## config.mk

```make
export PLATFORM = sky130hd
export DESIGN_NAME = cal_rtc
export DESIGN_NICKNAME = d
export VERILOG_FILES = /design/src/rtl/rtc_pkg.sv /design/src/rtl/rtc_addr_decode.sv /design/src/rtl/rtc_sec_divider.sv /design/src/rtl/rtc_calendar.sv /design/src/rtl/cal_rtc.sv
export SDC_FILE = /design/constraint.sdc
export NUM_CORES = 1
export LEC_CHECK = 0
export BUFFER_PORTS_ARGS = -buffer_cell sky130_fd_sc_hd__buf_2
export CAP_MARGIN = 20
export CORE_MARGIN = 2
export CORE_UTILIZATION = 30
export CTS_CLUSTER_SIZE = 8
export DETAILED_ROUTE_END_ITERATION = 16
export PLACE_DENSITY = 0.5
export SYNTH_ARGS = -nofsm -noshare
export SYNTH_HDL_FRONTEND = slang
export SYNTH_SLANG_ARGS = --single-unit
```

## constraint.sdc

```tcl
create_clock -name clk -period 9.7 [get_ports clk]
set_input_delay 0 -clock clk [delete_from_list [all_inputs] [get_ports clk]]
set_output_delay 0 -clock clk [all_outputs]
set_load 0.02 [all_outputs]
```

## src/rtl/rtc_pkg.sv

```systemverilog
package rtc_pkg;

    localparam int unsigned DATA_W = 32;

    // Bits of each counter word that hold calendar fields.
    localparam logic [DATA_W-1:0] CLOCK_MASK = 32'h1F1F_3F3F;
    localparam logic [DATA_W-1:0] DATE_MASK  = 32'h001F_7F0F;

    typedef struct packed {
        logic [4:0] century;
        logic [6:0] year;
        logic [3:0] month;
        logic [4:0] mday;
        logic [4:0] hour;
        logic [5:0] minute;
        logic [5:0] second;
    } cal_time_t;

    typedef struct packed {
        logic wr_permit;
        logic run;
    } rtc_ctrl_t;

    typedef enum logic [2:0] {
        SLOT_CLOCK  = 3'd0,
        SLOT_DATE   = 3'd1,
        SLOT_ALARM  = 3'd2,
        SLOT_GAP    = 3'd3,
        SLOT_CTRL   = 3'd4,
        SLOT_ALSTAT = 3'd5,
        SLOT_HI0    = 3'd6,
        SLOT_HI1    = 3'd7
    } slot_e;

    function automatic logic [DATA_W-1:0] pack_clock(input cal_time_t t);
        return {3'b000, t.mday, 3'b000, t.hour, 2'b00, t.minute, 2'b00, t.second};
    endfunction

    function automatic logic [DATA_W-1:0] pack_date(input cal_time_t t);
        return {11'd0, t.century, 1'b0, t.year, 4'd0, t.month};
    endfunction

    function automatic logic leap_year(input logic [4:0] cent, input logic [6:0] yy);
        logic [11:0] full;
        full = 12'(cent) * 12'd100 + 12'(yy);
        return (((full % 12'd4) == 12'd0) && ((full % 12'd100) != 12'd0))
               || ((full % 12'd400) == 12'd0);
    endfunction

    function automatic logic [4:0] month_days(input logic [3:0] mon, input logic leap);
        logic [4:0] d;
        case (mon)
            4'd2:                      d = leap ? 5'd29 : 5'd28;
            4'd4, 4'd6, 4'd9, 4'd11:   d = 5'd30;
            default:                   d = 5'd31;
        endcase
        return d;
    endfunction

endpackage

```

## src/rtl/rtc_addr_decode.sv

```systemverilog
module rtc_addr_decode
    import rtc_pkg::*;
#(
    parameter int unsigned ADDR_W = 5
) (
    input  logic [ADDR_W-1:0] addr,
    output slot_e             slot
);
    logic [2:0] word_idx;
    logic       above_window;

    assign word_idx = addr[4:2];

    generate
        if (ADDR_W > 5) begin : g_wide
            assign above_window = |addr[ADDR_W-1:5];
        end else begin : g_narrow
            assign above_window = 1'b0;
        end
    endgenerate

    always_comb begin
        if (above_window) slot = SLOT_GAP;
        else              slot = slot_e'(word_idx);
    end

endmodule

```

## src/rtl/rtc_sec_divider.sv

```systemverilog
module rtc_sec_divider #(
    parameter int unsigned TICKS_PER_SEC = 32768
) (
    input  logic clk,
    input  logic rst,
    input  logic run,
    input  logic restart,
    output logic tick
);
    localparam int unsigned CNT_W = (TICKS_PER_SEC > 1) ? $clog2(TICKS_PER_SEC) : 1;
    localparam logic [CNT_W-1:0] LAST = CNT_W'(TICKS_PER_SEC - 1);

    logic [CNT_W-1:0] cnt_q;
    logic             at_last;

    assign at_last = (cnt_q == LAST);
    assign tick    = run && !restart && at_last;

    always_ff @(posedge clk) begin
        if (rst) begin
            cnt_q <= '0;
        end else if (restart) begin
            cnt_q <= '0;
        end else if (run) begin
            cnt_q <= at_last ? '0 : cnt_q + 1'b1;
        end
    end

endmodule

```

## src/rtl/rtc_calendar.sv

```systemverilog
module rtc_calendar
    import rtc_pkg::*;
(
    input  logic              clk,
    input  logic              rst,
    input  logic              tick,
    input  logic              ld_clock,
    input  logic              ld_date,
    input  logic [DATA_W-1:0] wdata,
    output cal_time_t         time_q
);
    cal_time_t  adv;
    cal_time_t  nxt;
    logic       leap;
    logic [4:0] last_day;
    logic       wrap_sec, wrap_min, wrap_hour, wrap_day, wrap_mon, wrap_year;

    assign leap      = leap_year(time_q.century, time_q.year);
    assign last_day  = month_days(time_q.month, leap);

    assign wrap_sec  = (time_q.second >= 6'd59);
    assign wrap_min  = (time_q.minute >= 6'd59);
    assign wrap_hour = (time_q.hour   >= 5'd23);
    assign wrap_day  = (time_q.mday   >= last_day);
    assign wrap_mon  = (time_q.month  >= 4'd12);
    assign wrap_year = (time_q.year   >= 7'd99);

    // One-second advance with the full carry chain.
    always_comb begin
        adv = time_q;
        if (!wrap_sec) begin
            adv.second = time_q.second + 6'd1;
        end else begin
            adv.second = '0;
            if (!wrap_min) begin
                adv.minute = time_q.minute + 6'd1;
            end else begin
                adv.minute = '0;
                if (!wrap_hour) begin
                    adv.hour = time_q.hour + 5'd1;
                end else begin
                    adv.hour = '0;
                    if (!wrap_day) begin
                        adv.mday = time_q.mday + 5'd1;
                    end else begin
                        adv.mday = 5'd1;
                        if (!wrap_mon) begin
                            adv.month = time_q.month + 4'd1;
                        end else begin
                            adv.month = 4'd1;
                            if (!wrap_year) begin
                                adv.year = time_q.year + 7'd1;
                            end else begin
                                adv.year    = '0;
                                adv.century = time_q.century + 5'd1;
                            end
                        end
                    end
                end
            end
        end
    end

    always_comb begin
        nxt = tick ? adv : time_q;
        if (ld_clock) begin
            nxt.mday   = wdata[28:24];
            nxt.hour   = wdata[20:16];
            nxt.minute = wdata[13:8];
            nxt.second = wdata[5:0];
        end
        if (ld_date) begin
            nxt.century = wdata[20:16];
            nxt.year    = wdata[14:8];
            nxt.month   = wdata[3:0];
        end
    end

    always_ff @(posedge clk) begin
        if (rst) time_q <= '0;
        else     time_q <= nxt;
    end

endmodule

```

## src/rtl/cal_rtc.sv

```systemverilog
module cal_rtc
    import rtc_pkg::*;
#(
    parameter int unsigned TICKS_PER_SEC = 32768,
    parameter int unsigned ADDR_W        = 5
) (
    input  logic              clk,
    input  logic              rst,
    input  logic              bus_valid,
    input  logic              bus_write,
    input  logic [ADDR_W-1:0] bus_addr,
    input  logic [31:0]       bus_wdata,
    output logic [31:0]       bus_rdata,
    output logic              rd_valid
);
    slot_e       slot;
    rtc_ctrl_t   ctrl_q;
    cal_time_t   live_q;
    logic [31:0] clock_img_q;
    logic [31:0] date_img_q;
    logic [31:0] rd_mux;
    logic        wr_req, rd_req;
    logic        ld_clock, ld_date;
    logic        sec_tick;

    assign wr_req   = bus_valid && bus_write;
    assign rd_req   = bus_valid && !bus_write;
    assign ld_clock = wr_req && (slot == SLOT_CLOCK) && ctrl_q.wr_permit;
    assign ld_date  = wr_req && (slot == SLOT_DATE)  && ctrl_q.wr_permit;

    rtc_addr_decode #(.ADDR_W(ADDR_W)) u_dec (
        .addr (bus_addr),
        .slot (slot)
    );

    rtc_sec_divider #(.TICKS_PER_SEC(TICKS_PER_SEC)) u_div (
        .clk     (clk),
        .rst     (rst),
        .run     (ctrl_q.run),
        .restart (ld_clock || ld_date),
        .tick    (sec_tick)
    );

    rtc_calendar u_cal (
        .clk      (clk),
        .rst      (rst),
        .tick     (sec_tick),
        .ld_clock (ld_clock),
        .ld_date  (ld_date),
        .wdata    (bus_wdata),
        .time_q   (live_q)
    );

    always_ff @(posedge clk) begin
        if (rst) begin
            ctrl_q <= '0;
        end else if (wr_req && slot == SLOT_CTRL) begin
            ctrl_q <= rtc_ctrl_t'(bus_wdata[1:0]);
        end
    end

    // Stored images: loaded by permitted writes, captured by enabled reads.
    always_ff @(posedge clk) begin
        if (rst) begin
            clock_img_q <= '0;
            date_img_q  <= '0;
        end else begin
            if (ld_clock)
                clock_img_q <= bus_wdata & CLOCK_MASK;
            else if (rd_req && slot == SLOT_CLOCK && ctrl_q.run)
                clock_img_q <= pack_clock(live_q);
            if (ld_date)
                date_img_q <= bus_wdata & DATE_MASK;
            else if (rd_req && slot == SLOT_DATE && ctrl_q.run)
                date_img_q <= pack_date(live_q);
        end
    end

    always_comb begin
        case (slot)
            SLOT_CLOCK: rd_mux = ctrl_q.run ? pack_clock(live_q) : clock_img_q;
            SLOT_DATE:  rd_mux = ctrl_q.run ? pack_date(live_q)  : date_img_q;
            SLOT_CTRL:  rd_mux = {30'd0, ctrl_q};
            default:    rd_mux = '0;
        endcase
    end

    always_ff @(posedge clk) begin
        if (rst) begin
            bus_rdata <= '0;
            rd_valid  <= 1'b0;
        end else begin
            bus_rdata <= rd_req ? rd_mux : '0;
            rd_valid  <= rd_req;
        end
    end

endmodule

```

---- After elaboration in Yosys (flattened, before gate mapping) ----
Index checks and enable logic that the tools add are counted.
storage, ports and cells
  bits in registers ....................... 126
  bits of input ports ..................... 41
  output and inout bits ................... 33
  word-level logic and storage cells ...... 110
cells by class
  $add $sub $neg .......................... 9
  $mul .................................... 1
  div/mod/pow operators ................... 2
  order comparisons ....................... 6
  eq/ne operators ......................... 8
  mux-type cells .......................... 25
  bitwise gates (word level) .............. 1
  reductions and logical operators ........ 44
operators by type and width
  cell                   count
  $mux 29                3
  $pmux 29 s3            1
  $mux 21                4
  $mux 38                1
  $mux 16                2
  $mux 32                1
  $mux 26                1
  $reduce_bool 2->1      13
  $logic_not 12->1       2
  $mux 22                1
  $add 15x1->15 const B  1
  $add 5x1->5 const B    3
  $eq 15x15->1 const B   1
  $mux 15                1
  $mux 5                 3
  $logic_and 1x1->1      14
  $add 12x7->12          1
  $add 6x1->6 const B    2
  $ge 6x6->1 const B     2
  $mod 12x7->12 const B  1
  $mod 12x9->12 const B  1
  $mux 12                1
  $mux 6                 2
  $reduce_bool 12->1     1
  other kinds (28)       33

---- Longest topological paths before layout ----
Gate-level depths: netlist (run 1).
  depth after elaboration ................. 15
  gate-level depth with buffers ........... 35

---- By module ----
From an unflattened synthesis (run 1), not the netlist that was laid out.
unflattened totals
  cells, all modules ...................... 1009
  area total of the unflattened synthesis .. 7951.4 um2
by module, submodules not included
  module           times used  cells each  area each (um2)
  rtc_calendar     1           573         4144.0
  cal_rtc          1           355         3094.2
  rtc_sec_divider  1           78          690.7
  rtc_addr_decode  1           3           22.5

---- Worst setup path before layout (run 1) ----
No wires, ideal clock.
  kind .................................... register -> register
  start ................................... register u_cal.time_q[36] (netlist bit)
  end ..................................... register u_cal.time_q[35] (netlist bit)
  arrival ................................. 7441 ps
  path slack .............................. 2131 ps
  cell stages (with the launch flop) ...... 34
  path buffers ............................ 2
  cells stage by stage .................... dfxtp_1 > inv_1 > ha_1 > inv_1 > ha_1 > ha_1 > ha_1 > or2b_1 > a2bb2oi_2 > or2_4 > or4_4 > nand2_1 > a21oi_1 > or4_1 > buf_2 > o31a_1 > xnor2_2 > a2111oi_4 > a211oi_1 > nor4b_1 > and3b_1 > o31ai_1 > a31oi_1 > ha_1 > nand2b_1 > a21oi_1 > nor2_1 > nand4_1 > o21ai_0 > and2_1 > clkbuf_1 > o21ai_0 > a21oi_1 > nor2_1
on the way
  cells in the longest elaborated chain, start to end .. 11
ends and longest elaborated chain
  element                                 RTL line            RTL
  from (decl)                             rtc_calendar.sv:10  output cal_time_t time_q
  from (signal assigned)                  rtc_calendar.sv:81  else time_q <= nxt;
  $mul 5x5->10 (*)                        rtc_pkg.sv:45       full = 12'(cent) * 12'd100 + 12'(yy);
  $add 12x7->12 (*)                       rtc_pkg.sv:45
  $mod 12x7->12                           rtc_pkg.sv:46       return (((full % 12'd4) == 12'd0) && ((full % 12'd100) != 12'd0))
  $reduce_bool 12->1                      rtc_pkg.sv:46
  $logic_and 1x1->1                       rtc_pkg.sv:46
  $logic_or 1x1->1 (*)                    rtc_pkg.sv:47       || ((full % 12'd400) == 12'd0);
  $mux 1 (*)                              rtc_pkg.sv:53       4'd2: d = leap ? 5'd29 : 5'd28;
  $pmux 5 s2 (*)                          rtc_pkg.sv:52       case (mon)
  $ge 5x5->1 (*)                          rtc_calendar.sv:24  assign wrap_day = (time_q.mday >= last_day);
  $reduce_bool 2->1 (no source line) (*)  n/a
  $reduce_and 7->1 (no source line) (*)   n/a
Mark *: on every way between the ends. The rest lies on a longest branch, timed or not.
A chain may end at the register's enable or synchronous reset.

---- Worst setup path in the final report (run 1) ----
  start ................................... register u_cal.time_q[33] (netlist bit)
  end ..................................... register u_cal.time_q[35] (netlist bit)
on the way
  cells in the longest elaborated chain, start to end .. 11
ends and longest elaborated chain
  element                             RTL line
  $mul 5x5->10                        rtc_pkg.sv:45
  $add 12x7->12                       rtc_pkg.sv:45
  $mod 12x7->12                       rtc_pkg.sv:46
  $reduce_bool 12->1                  rtc_pkg.sv:46
  $logic_and 1x1->1                   rtc_pkg.sv:46
  $logic_or 1x1->1                    rtc_pkg.sv:47
  $mux 1                              rtc_pkg.sv:53
  $pmux 5 s2                          rtc_pkg.sv:52
  $ge 5x5->1                          rtc_calendar.sv:24
  $reduce_bool 2->1 (no source line)  n/a
  $reduce_and 7->1 (no source line)   n/a
Several ways; a longest one is shown, not always the timed one. The select of a mux whose other input is x is not followed.

==> run_results.csv, run 1 <==
group,metric,value,unit
logic_synthesis,syn_area_per_cell,7.947,µm²
logic_synthesis,seq_area_frac_synth,31.52,%
final_layout,stdcell_area,0.008782,mm²
timing,finalSetupViolCount,0,
power_and_ir_drop,ir_drop,0.00008408,V
global_routing,grt.overflow.total,0,
clock_network,htreeDepth,4,
setup_path,reg2reg_to,"u_cal.time_q[35]$_SDFFE_PP0P_",
final_layout,area_growth,18.18,%
route,drc,0,
status,status,"completed",
global_routing,grt_pass1_vias,6409,
placed_design,placed_area,0.007961,mm²
logic_synthesis,post_synth_num_cell_types,81,
setup_path,r2r_start,"u_cal.time_q[33]$_SDFFE_PP0P_",
clock_network,path_clk_slew,0.05,ns
clock_network,cts_made_buffers,17,
global_routing,grt_max_degree,81,
clock_network,cts_setup_buffers,0,
route,wire_per_inst,15.03,µm
power_and_ir_drop,p_leak,0.003057,µW
route,post_drt_via_cell_ratio,5.140,
final_layout,final_common_cell,"nor2_1",
timing,setup_ws,0.8438,ns
clock_network,cts_tree,"done",
logic_synthesis,netlist_instances,935,
die,start_util,30.56,%
logic_synthesis,yosysWarnings,0,
route,vias,6847,
timing,fin_tns_setup,0,ns
hold_path,worstHoldPathCells,4,
logic_synthesis,async_flop_share,0,%
placed_design,dp_hpwl,13.80,mm
timing,period_minus_slack,8.856,ns
hold_path,hold_start,"bus_addr[4]",
setup_path,reg2reg_setup_slack,0.84,ns
logic_synthesis,synthDominantCellAreaShare,31.52,%
route,ant_nets,0,
setup_path,r2r_cells,29,
die,die-area,0.02605,mm²
final_layout,fin_nets,1072,
clock_network,ctsResizeCount,0,
clock_network,clk_latency,0.42,ns
clock_network,clock_sinks,117,
hold_path,hold_class,"in2reg",
timing,maxSlewHeadroom,36.55,%
clock_network,cts_buffer_depth,2,
timing,tightest_slew,0.9518,ns
logic_synthesis,synth.area.top_cells,"dfxtp_1, nor2_1, nand2_1",
die,core_area,0.02432,mm²
final_layout,n_fill_cell,2564,
logic_synthesis,syn_area,0.007431,mm²
timing,finalHoldViolations,0,
timing,clock-skew-final,0.009577,ns
timing,fmax,112.9,MHz
die,die_w,161.4,µm
die,num_rows,57,
timing,report.final.slew_viol_count,0,
logic_synthesis,synthFlopType,"dfxtp_1",
placed_design,gp_congestion,0.7714,
global_routing,antenna_found_initial,0,
final_layout,n_antenna_cell,0,
final_layout,drive_above_1_share,12.50,%
placed_design,dpl_worst_slack,0.9419,ns
route,dr.pass1.iters,5,
global_routing,grt_pass1_wl,32.93,mm
setup_path,path_common_cell,"ha_1",
clock_network,root_buffer,"clkbuf_16",
setup_path,cp-end-kind,"flop",
route,drtIter0Drc,492,
setup_path,crit_fanout,9,
logic_synthesis,ys_ff_latch,117,
setup_path,worst_path_max_delay_cell,"or4_1",
logic_synthesis,synth_edf_count,0,
setup_path,critPathMaxStageDelay,0.66,ns
timing,rsz0062_at_grt,"no",
setup_path,required,9.97,ns
global_routing,grt.total_usage,15.53,%
logic_synthesis,netlist.top_cell.by_area,"dfxtp_1",
timing,fin_crit_sh,91.30,%
final_layout,final_cell_mix,"nor2_1, nand2_1, dfxtp_1, buf_2, a21oi_1",
power_and_ir_drop,power.density,127.2,mW/mm²
job,cap_violations,0,
setup_path,arrival,9.13,ns
placed_design,io_buffer_count,53,
hold_path,holdPathEnd,"ctrl_q[0]$_SDFFE_PP0P_",
route,drt_wl_total,20.03,mm
setup_path,start_kind,"flop",
setup_path,path_class,"reg2reg",
die,die_h,161.4,µm
die,ios,74,
final_layout,fin_util,36.11,%
metrics by stage:
step	instances	total power [µW]	hold slack [ns]
5_1_grt	1332	1159	0.08553
2_1_floorplan	943	510.3	0.1160
3_5_place_dp	1273	523.0	0.2907
6_report	1332	1117	0.06290
4_1_cts	1332	1133	0.05984
3_3_place_gp	1273	523.3	0.2814
worst max-delay path: cells and delay by family, from the launching register on:
kind / cells / cell delay (ns)
compound gates: 12 / 3.12
xor+xnor: 2 / 0.50
fa+ha+maj: 5 / 1.60
flops: 1 / 0.56
simple gates: 10 / 2.94
state kept, by name, summed over array words and instances, names as in the netlist:
register / flops
date_img_q: 16
u_div.cnt_q: 15
bus_rdata: 23
ctrl_q: 2
u_cal.time_q: 38
clock_img_q: 22
rd_valid: 1
cell usage after synthesis (9+ instances only):
library cell,n
inv_1,11
o21ai_0,39
o31ai_1,9
a311oi_1,42
nand2_1,133
buf_4,9
a21oi_1,46
clkbuf_1,44
a211oi_1,12
nor3_1,15
o22a_1,13
xnor2_1,16
ha_1,34
a22oi_1,9
mux2i_1,42
nand4_1,10
dfxtp_1,117
xor2_1,17
nor2_1,144
nand3_1,34
routing by layer:
layer | up-vias | GRT usage (%) | wire [µm]
met2 | 145 | 24.40 | 8813
met4 | 0 | 3.937 | 162
met3 | 12 | 2.851 | 818
li1 | 3518 | - | -
met5 | - | 0 | 0
met1 | 3172 | 21.93 | 10230
timing repair:
item / CTS / global route
setup endpoints to repair: 0 / 0
endpoints found under the hold margin: 67 / 0
hold buffers: 27 / 0
cell type report:
class                   count  area, µm²  area share, %
clock buffers              21      440.4          5.015
clock inverters            11      110.1          1.254
inverters                  11      41.29         0.4702
multi-input cells         755       4808          54.75
flip-flops and latches    117       2344          26.68
well taps                 324      405.4          4.616
repair buffers             93      633.1          7.209
worst max path at each step:
stage / start / end / slack [ns] / cells past startpoint
global route: u_cal.time_q[33]$_SDFFE_PP0P_ / u_cal.time_q[35]$_SDFFE_PP0P_ / 0.20 / 29
detailed placement: u_cal.time_q[33]$_SDFFE_PP0P_ / u_cal.time_q[35]$_SDFFE_PP0P_ / 0.94 / 29
finish: u_cal.time_q[33]$_SDFFE_PP0P_ / u_cal.time_q[35]$_SDFFE_PP0P_ / 0.84 / 29
CTS: u_cal.time_q[33]$_SDFFE_PP0P_ / u_cal.time_q[35]$_SDFFE_PP0P_ / 0.88 / 29
global placement: u_cal.time_q[33]$_SDFFE_PP0P_ / u_cal.time_q[35]$_SDFFE_PP0P_ / 1.08 / 29
floorplan: u_cal.time_q[36]$_SDFFE_PP0P_ / u_cal.time_q[35]$_SDFFE_PP0P_ / 2.13 / 33
report_power, final:
group	leakage (µW)	total, µW	internal [µW]	switching [µW]
sequential	0.000943	482	482	0.354
combinational	0.00184	39.1	15.3	23.7
clock	0.000270	596	374	222
logic make-up (layout without fill, tap and decap cells):
kind of cell               Yosys count  in the layout  share of synthesized area (%)
xor gates and xnor gates            37             37                          4.849
DFF                                117            117                          31.52
other                                1              9                        0.05047
adders and majority gates           36             36                          6.264
muxes                               45             45                          6.146
AOI/OAI and AO/OA                  236            236                          23.35
and+or+nand+nor                    392            392                          23.54
buffers and inverters               71            136                          4.277
(Power assumes the default switching activity.)
==> inputs of run 2 (changes only) <==
CORE_UTILIZATION = 60   (was 30)
PLACE_DENSITY = 0.85   (was 0.5)
==> run 2 against run 1 <==
The run now ends with negative hold slack left. Sequential share of layout area up 0.71 points. First-iteration DRC count up 88%. Final cell count down 12%. Clock skew is essentially flat. Non-clock buffer count is 3 lower. Critical path type unchanged. Register-to-register slack better by 0.39 ns. Critical path depth is the same. Cell area fell by 2.6%. Total power is 1.9% lower. Core utilization rose by 35 points. Maximum frequency rose by 4.5%. Count of clock-buffer cells in the layout is 1 higher.
==> run_results.csv, run 2 (synthesis gave the netlist of run 1 again) <==
group,metric,value,unit
timing,fmax,118.1,MHz
final_layout,final_common_cell,"nor2_1",
global_routing,grt.total_usage,29.27,%
setup_path,path_class,"reg2reg",
setup_path,path_buf_inv,0,
final_layout,area_growth,15.14,%
status,violations,"negative hold slack",
final_layout,fin_nets,1069,
final_layout,final_cell_mix,"nor2_1, nand2_1, dfxtp_1, buf_2, a21oi_1",
die,ios,74,
global_routing,grt_pass1_wl,31.55,mm
placed_design,gp_congestion,0.8791,
final_layout,regMostFlops,"u_cal.time_q",
setup_path,required,9.97,ns
timing,rsz0062_at_grt,"no",
global_routing,grt_use_met1,37.66,%
route,vias,7212,
clock_network,cts_tree,"done",
clock_network,clock_sinks,117,
power_and_ir_drop,p_int,866.2,µW
final_layout,largest_register_ffs,38,
die,core_area,0.01206,mm²
placed_design,dp_hpwl,12.06,mm
final_layout,stdcell_count,1168,
global_routing,use_met3,4.797,%
setup_path,critPathMaxStageDelay,0.65,ns
timing,maxSlewHeadroom,42.11,%
clock_network,htreeDepth,4,
power_and_ir_drop,swShare,20.98,%
timing,report.final.slew_viol_count,0,
global_routing,grt_util_met2,48.90,%
hold_path,hold_class,"in2reg",
job,cap_violations,0,
timing,finalSetupViolCount,0,
setup_path,path_common_cell,"ha_1",
power_and_ir_drop,switchingPower,230.0,µW
setup_path,worst_path_max_delay_cell,"or4_1",
final_layout,largestRegisters,"u_cal.time_q: 38 flops, bus_rdata: 23 flops, clock_img_q: 22 flops",
timing,clock-skew-final,0.009714,ns
setup_path,start_kind,"flop",
global_routing,antenna_found_initial,0,
power_and_ir_drop,power.density,128.1,mW/mm²
route,drt_wl_total,19.18,mm
setup_path,cp-end-kind,"flop",
die,start_util,61.61,%
die,die_w,115.3,µm
clock_network,path_clk_slew,0.05,ns
timing,whs,-0.001910,ns
final_layout,multiInputGateArea,0.004808,mm²
global_routing,grt.overflow.total,0,
power_and_ir_drop,p_leak,0.003044,µW
route,drtIter0Drc,924,
timing,finalHoldViolations,1,
status,status,"finished, violations left",
timing,period_minus_slack,8.471,ns
final_layout,n_fill_cell,912,
clock_network,ctsResizeCount,0,
route,dr.pass1.iters,6,
clock_network,cts_buffer_depth,2,
setup_path,crit_fanout,9,
power_and_ir_drop,p_comb_share,3.5,%
global_routing,grt_max_degree,81,
placed_design,io_buffer_count,53,
placed_design,dp_cells,1114,
route,wire_per_inst,16.42,µm
setup_path,arrival,8.74,ns
clock_network,cts_made_buffers,17,
route,ant_nets,0,
power_and_ir_drop,clockPowerShare,52.5,%
power_and_ir_drop,seqPwrFrac,44.0,%
setup_path,critPathTopFamily,"simple AND/OR/NAND/NOR gates",
final_layout,n_antenna_cell,0,
clock_network,clk_latency,0.42,ns
die,die-area,0.01329,mm²
final_layout,regArea,0.002344,mm²
die,num_rows,40,
route,post_drt_via_cell_ratio,6.175,
route,drc,0,
die,die_h,115.3,µm
global_routing,grt_pass1_vias,6664,
global_routing,busiest_layer,"met2",
timing,fin_crit_sh,87.33,%
final_layout,drive_above_1_share,12.20,%
timing,fin_tns_setup,0,ns
timing,tightest_slew,0.8684,ns
clock_network,root_buffer,"clkbuf_16",
power_and_ir_drop,ir_drop,0.0001088,V
[run 2: power by group through the flow]
stage | Combinational (µW) | Clock, µW | Sequential, µW
6_report | 38.2 | 576 | 482
5_1_grt | 40.3 | 598 | 482
4_1_cts | 36.8 | 577 | 482
3_5_place_dp | 28.7 | 0 | 492
3_3_place_gp | 28.6 | 0 | 492
2_1_floorplan | 18.0 | 0 | 492
[run 2: metal layers]
| layer | vias up | part of all wire [%] |
|---|---|---|
| met3 | 53 | 6.6 |
| li1 | 3505 | - |
| met5 | - | 0 |
| met2 | 305 | 49 |
| met1 | 3349 | 43 |
| met4 | 0 | 2.2 |
[run 2: worst min-delay path: cells and delay by family]
family,cells,cell delay (ns)
and+or+nand+nor,2,0.17
buffers and inverters,1,0.13
AOI/OAI and AO/OA,1,0.08
[run 2: path summary, 6_finish.rpt]
| check | startpoint | to | slack [ns] | cells past startpoint |
|---|---|---|---|---|
| setup / recovery | u_cal.time_q[33]$_SDFFE_PP0P_ | u_cal.time_q[35]$_SDFFE_PP0P_ | 1.23 | 29 |
| hold / removal | bus_addr[3] | bus_rdata[0]$_SDFF_PP0_ | -0.002 | 4 |
| setup reg to reg | u_cal.time_q[33]$_SDFFE_PP0P_ | u_cal.time_q[35]$_SDFFE_PP0P_ | 1.23 | 29 |
| hold reg to reg | date_img_q[14]$_SDFFE_PP0P_ | date_img_q[14]$_SDFFE_PP0P_ | 0.49 | 2 |
[run 2: per-stage QoR]
stage	worst slack (ns)	utilization (%)	total power, µW	area, µm²
2_1_floorplan	2.131	-	510.3	7461
3_3_place_gp	1.394	64.20	520.7	7744
3_5_place_dp	1.284	64.20	520.8	7744
4_1_cts	1.297	70.81	1096	8541
5_1_grt	0.6594	70.93	1121	8556
6_report	1.229	70.93	1096	8556
[run 2: final cells by class]
type                    instances  share of cell area (%)
clock buffers                  22                   5.660
flip-flops and latches        117                   27.39
multi-input cells             755                   56.20
clock inverters                 5                  0.6142
inverters                      11                  0.4826
well taps                     168                   2.457
repair buffers                 90                   7.195
[run 2: what timing repair did]
action,CTS,global route
endpoints found under the hold margin,67,0
hold buffers,26,0
buffers inserted,0,0
==> inputs of run 3 (changes only) <==
RECOVER_POWER = 50   (was unset)
==> run 3 against run 2 <==
The flow finishes with violations (negative hold slack, max-capacitance violations, max-slew violations). Sequential share of layout area grew 0.16 points. Global-route usage unchanged. Hold slack worse by 0.0026 ns. Sequential power about the same. Clock skew shrank 0.00077 ns. Combinational power is essentially flat. Highest routed layer unchanged. Critical endpoint unchanged. Clock power is essentially flat. First-iteration DRC count is 4.5% lower. Flip-flop and latch count unchanged. Maximum frequency decreased by 0.29%.
==> run_results.csv, run 3 (synthesis gave the netlist of run 1 again) <==
group,metric,value,unit
status,status,"finished, violations left",
status,violations,"negative hold slack, max-capacitance violations, max-slew violations",
route,drt_wl_total,19.18,mm
timing,whs,-0.004486,ns
placed_design,placed_area,0.007744,mm²
die,die_h,115.3,µm
die,die-area,0.01329,mm²
setup_path,worst_path_max_delay_cell,"or4_1",
die,start_util,61.61,%
clock_network,path_clk_slew,0.05,ns
global_routing,grt_pass1_vias,6664,
final_layout,drive_above_1_share,9.000,%
route,dr.pass1.iters,5,
clock_network,ctsResizeCount,0,
power_and_ir_drop,ir_drop,0.0001093,V
setup_path,r2r_start,"u_cal.time_q[33]$_SDFFE_PP0P_",
power_and_ir_drop,p_comb_share,3.5,%
timing,fmax,117.7,MHz
setup_path,path_class,"reg2reg",
power_and_ir_drop,clockPowerShare,52.5,%
clock_network,htreeDepth,4,
setup_path,critPathMaxStageDelay,0.65,ns
setup_path,cp-endpoint,"u_cal.time_q[35]$_SDFFE_PP0P_",
route,drtIter0Drc,882,
hold_path,hold_class,"in2reg",
clock_network,root_buffer,"clkbuf_16",
setup_path,reg2reg_setup_slack,1.20,ns
global_routing,grt.overflow.total,0,
die,core_area,0.01206,mm²
setup_path,cp-end-kind,"flop",
die,num_rows,40,
setup_path,start_kind,"flop",
setup_path,crit_fanout,9,
clock_network,clock_sinks,117,
timing,report.final.slew_viol_count,94,
power_and_ir_drop,power.density,129.0,mW/mm²
final_layout,largest_register_ffs,38,
clock_network,cts_setup_buffers,0,
power_and_ir_drop,swShare,21.02,%
global_routing,grt_max_degree,81,
job,cap_violations,2,
timing,clock-skew-final,0.008940,ns
clock_network,cts_buffer_depth,2,
placed_design,io_buffer_count,53,
final_layout,area_growth,14.40,%
power_and_ir_drop,seqPwrFrac,44.0,%
global_routing,antenna_found_initial,0,
route,ant_nets,0,
clock_network,cts_tree,"done",
placed_design,gp_congestion,0.8791,
timing,rsz0062_at_grt,"no",
clock_network,cts_made_buffers,17,
setup_path,reg2reg_to,"u_cal.time_q[35]$_SDFFE_PP0P_",
final_layout,n_fill_cell,935,
setup_path,path_common_cell,"ha_1",
timing,tightest_slew,3.329,ns
power_and_ir_drop,switchingPower,230.6,µW
timing,fin_tns_setup,0,ns
power_and_ir_drop,p_int,866.2,µW
die,die_w,115.3,µm
route,vias,7211,
hold_path,hold_start,"bus_addr[3]",
power_and_ir_drop,p_leak,0.002915,µW
final_layout,n_antenna_cell,0,
setup_path,startpoint,"u_cal.time_q[33]$_SDFFE_PP0P_",
setup_path,r2r_cells,29,
timing,finalSetupViolCount,0,
setup_path,required,9.97,ns
die,ios,74,
route,drc,0,
final_layout,stdcell_area,0.008501,mm²
clock_network,clk_latency,0.42,ns
final_layout,regMostFlops,"u_cal.time_q",
timing,period_minus_slack,8.495,ns
route,post_drt_via_cell_ratio,6.174,
timing,finalHoldViolations,1,
global_routing,grt_pass1_wl,31.55,mm
final_layout,final_common_cell,"nor2_1",
setup_path,arrival,8.77,ns
route,wire_per_inst,16.42,µm
timing,maxSlewHeadroom,-121.9,%
global_routing,grt.total_usage,29.27,%
final_layout,largestRegisters,"u_cal.time_q: 38 flops, bus_rdata: 23 flops, clock_img_q: 22 flops",
final_layout,fin_nets,1069,
timing,fin_crit_sh,87.58,%
placed_design,dp_hpwl,12.06,mm
final_layout,final_cell_mix,"nor2_1, nand2_1, dfxtp_1, a21oi_1",
==> run 3: final cells by class <==
cell class	count	area [µm²]	share of cell area, %
clock inverter	5	52.55	0.6182
timing repair buffer	90	564.3	6.638
inverter	11	41.29	0.4857
sequential	117	2342	27.55
clock buffer	22	484.2	5.696
tap	168	210.2	2.473
multi-input combinational	755	4806	56.54
==> run 3: metrics by stage <==
| stage | total power, µW | util [%] | setup WS, ns | hold WS (ns) | instances |
|---|---|---|---|---|---|
| global placement | 520.7 | 64.20 | 1.394 | 0.2756 | 1114 |
| detailed placement | 520.8 | 64.20 | 1.284 | 0.2807 | 1114 |
| CTS | 1096 | 70.81 | 1.297 | 0.001741 | 1167 |
| global route | 1121 | 70.48 | 0.6594 | 0.05271 | 1168 |
| finish | 1097 | 70.48 | 1.205 | -0.004486 | 1168 |
| floorplan | 510.3 | - | 2.131 | 0.1160 | 943 |
==> run 3: metal layers <==
metal	GRT usage, %	vias to the layer above	wire length (µm)
li1	-	3499	-
met1	37.66	3379	8258
met2	48.90	281	9361
met3	4.797	52	1101
met4	12.21	0	461
met5	0	-	0
==> run 3: how the worst min path moves through the flow <==
| stage | to | cells past startpoint |
|---|---|---|
| 4_1_cts | bus_rdata[0]$_SDFF_PP0_ | 4 |
| 3_3_place_gp | u_cal.time_q[4]$_SDFFE_PP0P_ | 3 |
| 2_1_floorplan | rd_valid$_SDFF_PP0_ | 1 |
| 3_5_place_dp | u_cal.time_q[5]$_SDFFE_PP0P_ | 3 |
| 5_1_grt | bus_rdata[0]$_SDFF_PP0_ | 4 |
| 6_report | bus_rdata[0]$_SDFF_PP0_ | 4 |
==> run 3: worst max-delay path: cells and delay by family (launching register included) <==
family,cells,cell delay [ns]
flops,1,0.54
simple gates,11,2.92
xor+xnor,2,0.50
fa+ha+maj,5,1.67
compound gates,11,2.71
==> run 3: what timing repair did <==
item	in CTS	in global routing
setup endpoints to repair	0	0
hold endpoints to repair	67	0
hold buffers	26	0
==> run 3: power by group through the flow <==
stage               Clock (µW)  Combinational (µW)  Sequential (µW)
floorplan                    0                18.0              492
finish                     576                38.3              482
detailed placement           0                28.7              492
global route               598                40.5              482
global placement             0                28.6              492
CTS                        577                36.8              482
